<file path="src/rtl/spi_adc_pkg.sv">
// Package: shared constants, command type and answer-word builders for the
// serial converter command front end. Assumes fixed 8-bit instructions and
// 16-bit answers; field positions here are decoded by the host.
package spi_adc_pkg;

    localparam int INSTR_BITS  = 8;
    localparam int ANSWER_BITS = 16;
    localparam int RESULT_BITS = 11;

    localparam logic [INSTR_BITS-1:0] OP_STATUS    = 8'h88;
    localparam logic [INSTR_BITS-1:0] OP_FETCH     = 8'h80;
    localparam logic [INSTR_BITS-1:0] OP_CTRL_MASK = 8'hF3;
    localparam logic [INSTR_BITS-1:0] OP_CTRL_CODE = 8'h90;

    localparam int CTRL_CHAN_POS = 3;
    localparam int CTRL_EN_POS   = 2;

    typedef enum logic [1:0] {
        CMD_STATUS,
        CMD_CTRL,
        CMD_FETCH,
        CMD_UNKNOWN
    } cmd_kind_e;

    // Sort an instruction byte into one of the command kinds.
    function automatic cmd_kind_e classify_op(input logic [INSTR_BITS-1:0] op);
        if (op == OP_STATUS) return CMD_STATUS;
        if (op == OP_FETCH) return CMD_FETCH;
        if ((op & OP_CTRL_MASK) == OP_CTRL_CODE) return CMD_CTRL;
        return CMD_UNKNOWN;
    endfunction

    // Status / control answer: flag at 13, channel at 3, enable at 2.
    function automatic logic [ANSWER_BITS-1:0] pack_status(input logic eoc,
                                                           input logic chan,
                                                           input logic en);
        return {2'b00, eoc, 9'd0, chan, en, 2'b00};
    endfunction

    // Fetch answer: flag at 13, result at 11..1, result masked while flag low.
    function automatic logic [ANSWER_BITS-1:0] pack_fetch(input logic eoc,
                                                          input logic [RESULT_BITS-1:0] res);
        return {2'b00, eoc, 1'b0, (eoc ? res : {RESULT_BITS{1'b0}}), 1'b0};
    endfunction

    // Refusal answer: top bit set, unknown-code at 14, flag at 13, busy at 10.
    function automatic logic [ANSWER_BITS-1:0] pack_refusal(input logic unknown,
                                                            input logic eoc,
                                                            input logic bsy);
        return {1'b1, unknown, eoc, 2'b00, bsy, 10'd0};
    endfunction

endpackage

</file>
<file path="src/rtl/spi_adc_sync.sv">
// Module: multi-stage synchroniser for a bundle of asynchronous inputs.
// Assumes each bit is independent (no bus coherency needed) and that the
// reset value matches the idle level of each line.
module spi_adc_sync #(
    parameter int                WIDTH     = 3,
    parameter int                STAGES    = 2,
    parameter logic [WIDTH-1:0]  RESET_VAL = '0
) (
    input  logic             clk,
    input  logic             rst_n,
    input  logic [WIDTH-1:0] async_in,
    output logic [WIDTH-1:0] sync_out
);

    logic [WIDTH-1:0] pipe [STAGES];

    // Shift the raw inputs through the synchroniser chain.
    always_ff @(posedge clk) begin
        if (!rst_n) begin
            for (int s = 0; s < STAGES; s++) pipe[s] <= RESET_VAL;
        end else begin
            pipe[0] <= async_in;
            for (int s = 1; s < STAGES; s++) pipe[s] <= pipe[s-1];
        end
    end

    assign sync_out = pipe[STAGES-1];

endmodule

</file>
<file path="src/rtl/spi_adc_frame.sv">
// Module: serial framing for clock-idle-high, sample-on-rise transfers.
// Collects the instruction on rising edges, flags it after the last
// instruction bit, loads the answer word one cycle later and shifts it out
// on falling edges. Assumes synchronised inputs and a serial clock slow
// enough that each level lasts several system clocks.
module spi_adc_frame
    import spi_adc_pkg::*;
#(
    parameter int INSTR_W = INSTR_BITS,
    parameter int ANS_W   = ANSWER_BITS
) (
    input  logic               clk,
    input  logic               rst_n,
    input  logic               sclk_s,
    input  logic               ss_n_s,
    input  logic               mosi_s,
    input  logic [ANS_W-1:0]   answer,
    output logic               instr_valid,
    output logic [INSTR_W-1:0] instr,
    output logic               miso_q
);

    localparam int             FRAME_W    = INSTR_W + ANS_W;
    localparam int             CNT_W      = $clog2(FRAME_W + 1);
    localparam logic [CNT_W-1:0] LAST_INSTR = CNT_W'(INSTR_W - 1);
    localparam logic [CNT_W-1:0] FIRST_ANS  = CNT_W'(INSTR_W);
    localparam logic [CNT_W-1:0] CNT_MAX    = CNT_W'(FRAME_W);

    logic             sclk_q;
    logic [CNT_W-1:0] edge_cnt;
    logic [ANS_W-1:0] ans_sr;
    logic             sclk_rise;
    logic             sclk_fall;
    logic             in_answer;

    assign sclk_rise = sclk_s & ~sclk_q & ~ss_n_s;
    assign sclk_fall = ~sclk_s & sclk_q & ~ss_n_s;
    assign in_answer = (edge_cnt >= FIRST_ANS);

    // Remember the previous serial clock level for edge detection.
    always_ff @(posedge clk) begin
        if (!rst_n) sclk_q <= 1'b1;
        else        sclk_q <= sclk_s;
    end

    // Count rising edges within one select-low window, saturating.
    always_ff @(posedge clk) begin
        if (!rst_n)                            edge_cnt <= '0;
        else if (ss_n_s)                       edge_cnt <= '0;
        else if (sclk_rise && edge_cnt != CNT_MAX) edge_cnt <= edge_cnt + 1'b1;
    end

    // Shift instruction bits in, MSB first.
    always_ff @(posedge clk) begin
        if (!rst_n)        instr <= '0;
        else if (ss_n_s)   instr <= '0;
        else if (sclk_rise && edge_cnt <= LAST_INSTR)
            instr <= {instr[INSTR_W-2:0], mosi_s};
    end

    // Flag the instruction once its last bit has been taken.
    always_ff @(posedge clk) begin
        if (!rst_n) instr_valid <= 1'b0;
        else        instr_valid <= sclk_rise && (edge_cnt == LAST_INSTR);
    end

    // Load the answer after decode and shift it on falling edges.
    always_ff @(posedge clk) begin
        if (!rst_n)                        ans_sr <= '0;
        else if (ss_n_s)                   ans_sr <= '0;
        else if (instr_valid)              ans_sr <= answer;
        else if (sclk_fall && in_answer)   ans_sr <= {ans_sr[ANS_W-2:0], 1'b0};
    end

    // Present the current answer bit after each falling edge.
    always_ff @(posedge clk) begin
        if (!rst_n)                        miso_q <= 1'b0;
        else if (ss_n_s)                   miso_q <= 1'b0;
        else if (sclk_fall && in_answer)   miso_q <= ans_sr[ANS_W-1];
        else if (sclk_fall)                miso_q <= 1'b0;
    end

endmodule

</file>
<file path="src/rtl/spi_adc_decode.sv">
// Module: command decode and control state. Classifies the instruction,
// decides acceptance from busy and the end-of-conversion flag sampled in
// the decode cycle, builds the answer word and updates channel/enable.
// Assumes instr_valid is a one-cycle pulse with instr stable.
module spi_adc_decode
    import spi_adc_pkg::*;
(
    input  logic                   clk,
    input  logic                   rst_n,
    input  logic                   instr_valid,
    input  logic [INSTR_BITS-1:0]  instr,
    input  logic                   busy,
    input  logic                   conv_eoc,
    input  logic [RESULT_BITS-1:0] conv_data,
    output logic [ANSWER_BITS-1:0] answer,
    output logic                   conv_start,
    output logic                   conv_chan,
    output logic                   conv_enable
);

    cmd_kind_e kind;
    logic      refuse;
    logic      ctrl_ok;
    logic      op_chan;
    logic      op_en;

    assign kind    = classify_op(instr);
    assign op_chan = instr[CTRL_CHAN_POS];
    assign op_en   = instr[CTRL_EN_POS];
    assign refuse  = busy || (kind == CMD_UNKNOWN) || (kind == CMD_CTRL && !conv_eoc);
    assign ctrl_ok = instr_valid && !refuse && (kind == CMD_CTRL);

    // Choose the answer word for the decoded instruction.
    always_comb begin
        if (refuse) begin
            answer = pack_refusal(kind == CMD_UNKNOWN, conv_eoc, busy);
        end else begin
            unique case (kind)
                CMD_STATUS: answer = pack_status(conv_eoc, conv_chan, conv_enable);
                CMD_CTRL:   answer = pack_status(conv_eoc, op_chan, op_en);
                CMD_FETCH:  answer = pack_fetch(conv_eoc, conv_data);
                default:    answer = '0;
            endcase
        end
    end

    // Hold channel and enable; load them on an accepted control word.
    always_ff @(posedge clk) begin
        if (!rst_n) begin
            conv_chan   <= 1'b0;
            conv_enable <= 1'b0;
        end else if (ctrl_ok) begin
            conv_chan   <= op_chan;
            conv_enable <= op_en;
        end
    end

    // Pulse start for an accepted control word that enables the converter.
    always_ff @(posedge clk) begin
        if (!rst_n) conv_start <= 1'b0;
        else        conv_start <= ctrl_ok && op_en;
    end

endmodule

</file>
<file path="src/rtl/spi_adc_cmd_if.sv">
// Module: top of the serial converter command front end. Synchronises the
// serial lines into the system clock, frames transfers, decodes commands
// and forces the data output low whenever select is high.
// Assumes the serial clock is at most about one eighth of clk.
module spi_adc_cmd_if
    import spi_adc_pkg::*;
#(
    parameter int SYNC_STAGES = 2
) (
    input  logic                   clk,
    input  logic                   rst_n,
    input  logic                   ss_n,
    input  logic                   sclk,
    input  logic                   mosi,
    output logic                   miso,
    input  logic                   busy,
    input  logic                   conv_eoc,
    input  logic [RESULT_BITS-1:0] conv_data,
    output logic                   conv_start,
    output logic                   conv_chan,
    output logic                   conv_enable
);

    localparam int LINES = 3;

    logic [LINES-1:0]       lines_s;
    logic                   instr_valid;
    logic [INSTR_BITS-1:0]  instr;
    logic [ANSWER_BITS-1:0] answer;
    logic                   miso_q;

    spi_adc_sync #(
        .WIDTH     (LINES),
        .STAGES    (SYNC_STAGES),
        .RESET_VAL (3'b110)
    ) u_sync (
        .clk      (clk),
        .rst_n    (rst_n),
        .async_in ({sclk, ss_n, mosi}),
        .sync_out (lines_s)
    );

    spi_adc_frame #(
        .INSTR_W (INSTR_BITS),
        .ANS_W   (ANSWER_BITS)
    ) u_frame (
        .clk         (clk),
        .rst_n       (rst_n),
        .sclk_s      (lines_s[2]),
        .ss_n_s      (lines_s[1]),
        .mosi_s      (lines_s[0]),
        .answer      (answer),
        .instr_valid (instr_valid),
        .instr       (instr),
        .miso_q      (miso_q)
    );

    spi_adc_decode u_decode (
        .clk         (clk),
        .rst_n       (rst_n),
        .instr_valid (instr_valid),
        .instr       (instr),
        .busy        (busy),
        .conv_eoc    (conv_eoc),
        .conv_data   (conv_data),
        .answer      (answer),
        .conv_start  (conv_start),
        .conv_chan   (conv_chan),
        .conv_enable (conv_enable)
    );

    // Output is quiet as soon as select goes high, without synchroniser delay.
    assign miso = miso_q & ~ss_n;

endmodule

</file>
<file path="config.mk">
export PLATFORM = sky130hd
export DESIGN_NAME = spi_adc_cmd_if
export DESIGN_NICKNAME = d
export VERILOG_FILES = /design/src/rtl/spi_adc_pkg.sv /design/src/rtl/spi_adc_sync.sv /design/src/rtl/spi_adc_frame.sv /design/src/rtl/spi_adc_decode.sv /design/src/rtl/spi_adc_cmd_if.sv
export SDC_FILE = /design/constraint.sdc
export NUM_CORES = 1
export LEC_CHECK = 0
export BUFFER_PORTS_ARGS = -buffer_cell sky130_fd_sc_hd__clkbuf_2
export CORE_MARGIN = 1
export CORE_UTILIZATION = 51
export DETAILED_ROUTE_END_ITERATION = 10
export PLACE_DENSITY = 0.81
export SLEW_MARGIN = 20
export SYNTH_ARGS = -nofsm -noshare
export SYNTH_HDL_FRONTEND = slang
export SYNTH_SLANG_ARGS = --single-unit
</file>
<file path="constraint.sdc">
create_clock -name clk -period 1.65 [get_ports clk]
set_input_delay 0.4125 -clock clk [delete_from_list [all_inputs] [get_ports clk]]
set_output_delay 0.4125 -clock clk [all_outputs]
set_load 0.01 [all_outputs]
</file>
==> flow_metrics.tcl <==
set metrics [dict create \
    initial_core_util 0.5528 \
    min_period_over_period 0.9809 \
    ys_async_sr_fraction 0 \
    hold_class "in -> reg" \
    ys.warnings.count 0 \
    worstMarginPinSlew_ns 0.5540 \
    cts.path.max_buffers 2 \
    min_period_ns 1.618 \
    avgSynthCellArea_um2 9.472 \
    final_area_um2 2106 \
    placed_cell_area_um2 1993 \
    drive_gt1_frac 0.3014 \
    cts_sinks 40 \
    wl_um 3536 \
    sw_frac_of_total 0.2199 \
    synth_area_um2 1743 \
    p_int_mw 1.211 \
    fmax_ghz 0.6179 \
    slew_headroom 0.6298 \
    dp.final_hpwl_um 2636 \
    pre_cts_ws_ns -0.04014 \
    critPathTopFamily "simple AND/OR/NAND/NOR gates" \
    drt_pre_antenna_iters 4 \
    die_h_um 60.46 \
    required_ns 1.93 \
    slowest_delay_ns 0.55 \
    cts_tree "built" \
    core_um2 3153 \
    maxSlewViolCount 0 \
    clkPwrFrac 0.337 \
    cts_buffers 5 \
    cap_violations 0 \
    yosysTopAreaCellShare 0.4594 \
    postLayoutCoreUtil 0.6679 \
    cp-start-kind "flip-flop" \
    synth_cells 184 \
    crit_type "reg -> reg" \
    arrival_ns 1.90 \
    antenna_found_initial 0 \
    yosysMostFrequentCell "dfxtp_1" \
    port_buffers 21 \
    leakagePower_nw 0.7727 \
    hold_violations 0 \
    cts_root_buf "clkbuf_4" \
    synthTopCellsByArea "dfxtp_1 46%, mux2i_1 8.0%, a221oi_1 5.0%, nor2_1 3.7%, nand2_1 3.0%" \
    antennaDiodeCount 0 \
    drtAntennaViolNets 0 \
    area_delta_synth_final_pct 20.82 \
    wl_per_cell_um 13.44 \
    synth_seq_cells 40 \
    dieArea_um2 3655 \
    ir_worst_vdd_v 0.0004761 \
    viasPerCell 5.384 \
    pwr-share-comb 0.034 \
    dr_total_vias 1416 \
    overflow 0 \
    syn_nets 204 \
    slowest_stage "or4_4" \
    rsz0062_at_grt "yes" \
    seq_power_share 0.629 \
    track_usage 0.2151 \
    die_x_um 60.46 \
    outcome "finished, final reports clean" \
    tns_ns 0 \
    htree_num_levels 2 \
    path_clk_slew_ns 0.11 \
    postCtsSetupRepairBufs 0 \
    worst-path-max-fanout 3 \
    skew_ns 0.005044 \
    final_nets 238 \
    grt_max_degree 14 \
    setup-violations-final 0 \
    synth.distinct_cells 39 \
    grt_pass1_wl_um 5671 \
    path_cells "nor4_4 -> nand3_1 -> or4_4 -> a221oi_2" \
    power.switching_mw 0.3412 \
    yosys.area.top_type "dfxtp_1" \
    yosys-top-cells-count "40 x dfxtp_1, 17 x nor2_1, 14 x mux2i_1, 14 x nand2_1, 12 x inv_1" \
    clock_latency_ns 0.36 \
    drc 0 \
    io_pins 22 \
    drt_iter0_drc 39 \
    synth_edf_count 0 \
    final.setup.worst_slack_ns 0.03158 \
    power_density_nw_per_um2 737.0 \
    crit_path_end_kind "flip-flop" \
    synthFlopType "dfxtp_1" \
    rows 20 \
    grt_pass1_vias 1333 \
    yosysSeqAreaShare 0.4594 \
    path_buf_inv 0 \
    place_congestion 0.7852 \
]
-- cell type report --
type                            count  area [µm²]
Clock inverter                      1       7.507
Clock buffer                        7       55.05
Timing Repair Buffer               37       241.5
Multi-Input combinational cell    122       892.1
Fill cell                         270        1047
Sequential cell                    40       809.5
Inverter                           12       45.04
Tap cell                           44       55.05
-- sequential cells by signal (all words and copies together), names as in the netlist --
signal,cells
u_frame.instr_valid,1
u_frame.sclk_q,1
u_decode.conv_chan,1
u_sync.pipe,6
u_frame.instr,8
u_frame.edge_cnt,5
u_decode.conv_start,1
u_frame.miso_q,1
u_frame.ans_sr,15
u_decode.conv_enable,1
-- cells by family (layout without fill, tap and decap cells) --
| kind of cell | count (synthesis) | after routing | share of synthesized area |
|---|---|---|---|
| buffers and inverters | 22 | 57 | 0.05025 |
| and+or+nand+nor | 69 | 69 | 0.2383 |
| DFF | 40 | 40 | 0.4594 |
| xor gates and xnor gates | 5 | 5 | 0.02512 |
| AOI/OAI and AO/OA | 32 | 32 | 0.1321 |
| adders and majority gates | 2 | 2 | 0.01436 |
| muxes | 14 | 14 | 0.08040 |
-- power groups by stage --
stage,Clock [mW],Combinational [mW],Sequential [mW]
CTS,0.539,0.0513,0.977
floorplan,0,0.0223,0.997
finish,0.523,0.0527,0.977
global placement,0,0.0494,0.998
detailed placement,0,0.0510,0.999
global route,0.589,0.0580,0.978
-- per-stage QoR --
stage               cells  hold slack [ns]  power (mW)
detailed placement    255           0.3933       1.050
global placement      255           0.3896       1.048
floorplan             184           0.3863       1.020
finish                263           0.2223       1.552
global route          263           0.1954       1.625
CTS                   263           0.2147       1.567
-- worst paths after layout --
path	startpoint	to	slack, ns	cells past startpoint
hold reg to reg	u_sync.pipe[0][1]	u_sync.pipe[0][4]	0.42	1
hold / removal	sclk	u_sync.pipe[0][2]	0.22	2
setup / recovery	u_frame.instr[5]	u_frame.ans_sr[2]	0.03	4
setup reg to reg	u_frame.instr[5]	u_frame.ans_sr[2]	0.03	4
-- layer usage --
metal | GRT usage | share of wire
met2 | 0.3626 | 0.51
met1 | 0.2354 | 0.43
met3 | 0.08529 | 0.047
met5 | 0 | 0
met4 | 0.1071 | 0.017
-- placed cells by master, fill, tap and decap left out, types with 2 or more instances in the layout --
master | netlist | final
a221oi_2 | 1 | 3
a221oi_1 | 10 | 8
nand3_1 | 3 | 3
nand2b_1 | 8 | 8
clkbuf_2 | 0 | 21
inv_1 | 12 | 12
dfxtp_1 | 40 | 33
dfxtp_2 | 0 | 7
nand4_1 | 4 | 4
nor3_1 | 2 | 2
nor2_1 | 17 | 17
buf_4 | 0 | 14
nand2_1 | 14 | 14
mux2i_1 | 14 | 14
o21ai_0 | 3 | 3
a21oi_1 | 4 | 4
o21ai_1 | 8 | 8
clkbuf_4 | 0 | 5
xor2_1 | 4 | 4
nor2b_1 | 6 | 6
and2_1 | 3 | 3
-- repair_timing --
| item | in CTS | in global routing |
|---|---|---|
| endpoints found under the setup margin | 6 | 21 |
| cloned | 0 | 0 |
| resized for setup | 1 | 16 |
| pin swaps | 0 | 1 |
| hold buffers | 0 | 0 |
| hold endpoints to repair | 0 | 0 |
No activity file was read; power rests on OpenSTA's default activity.
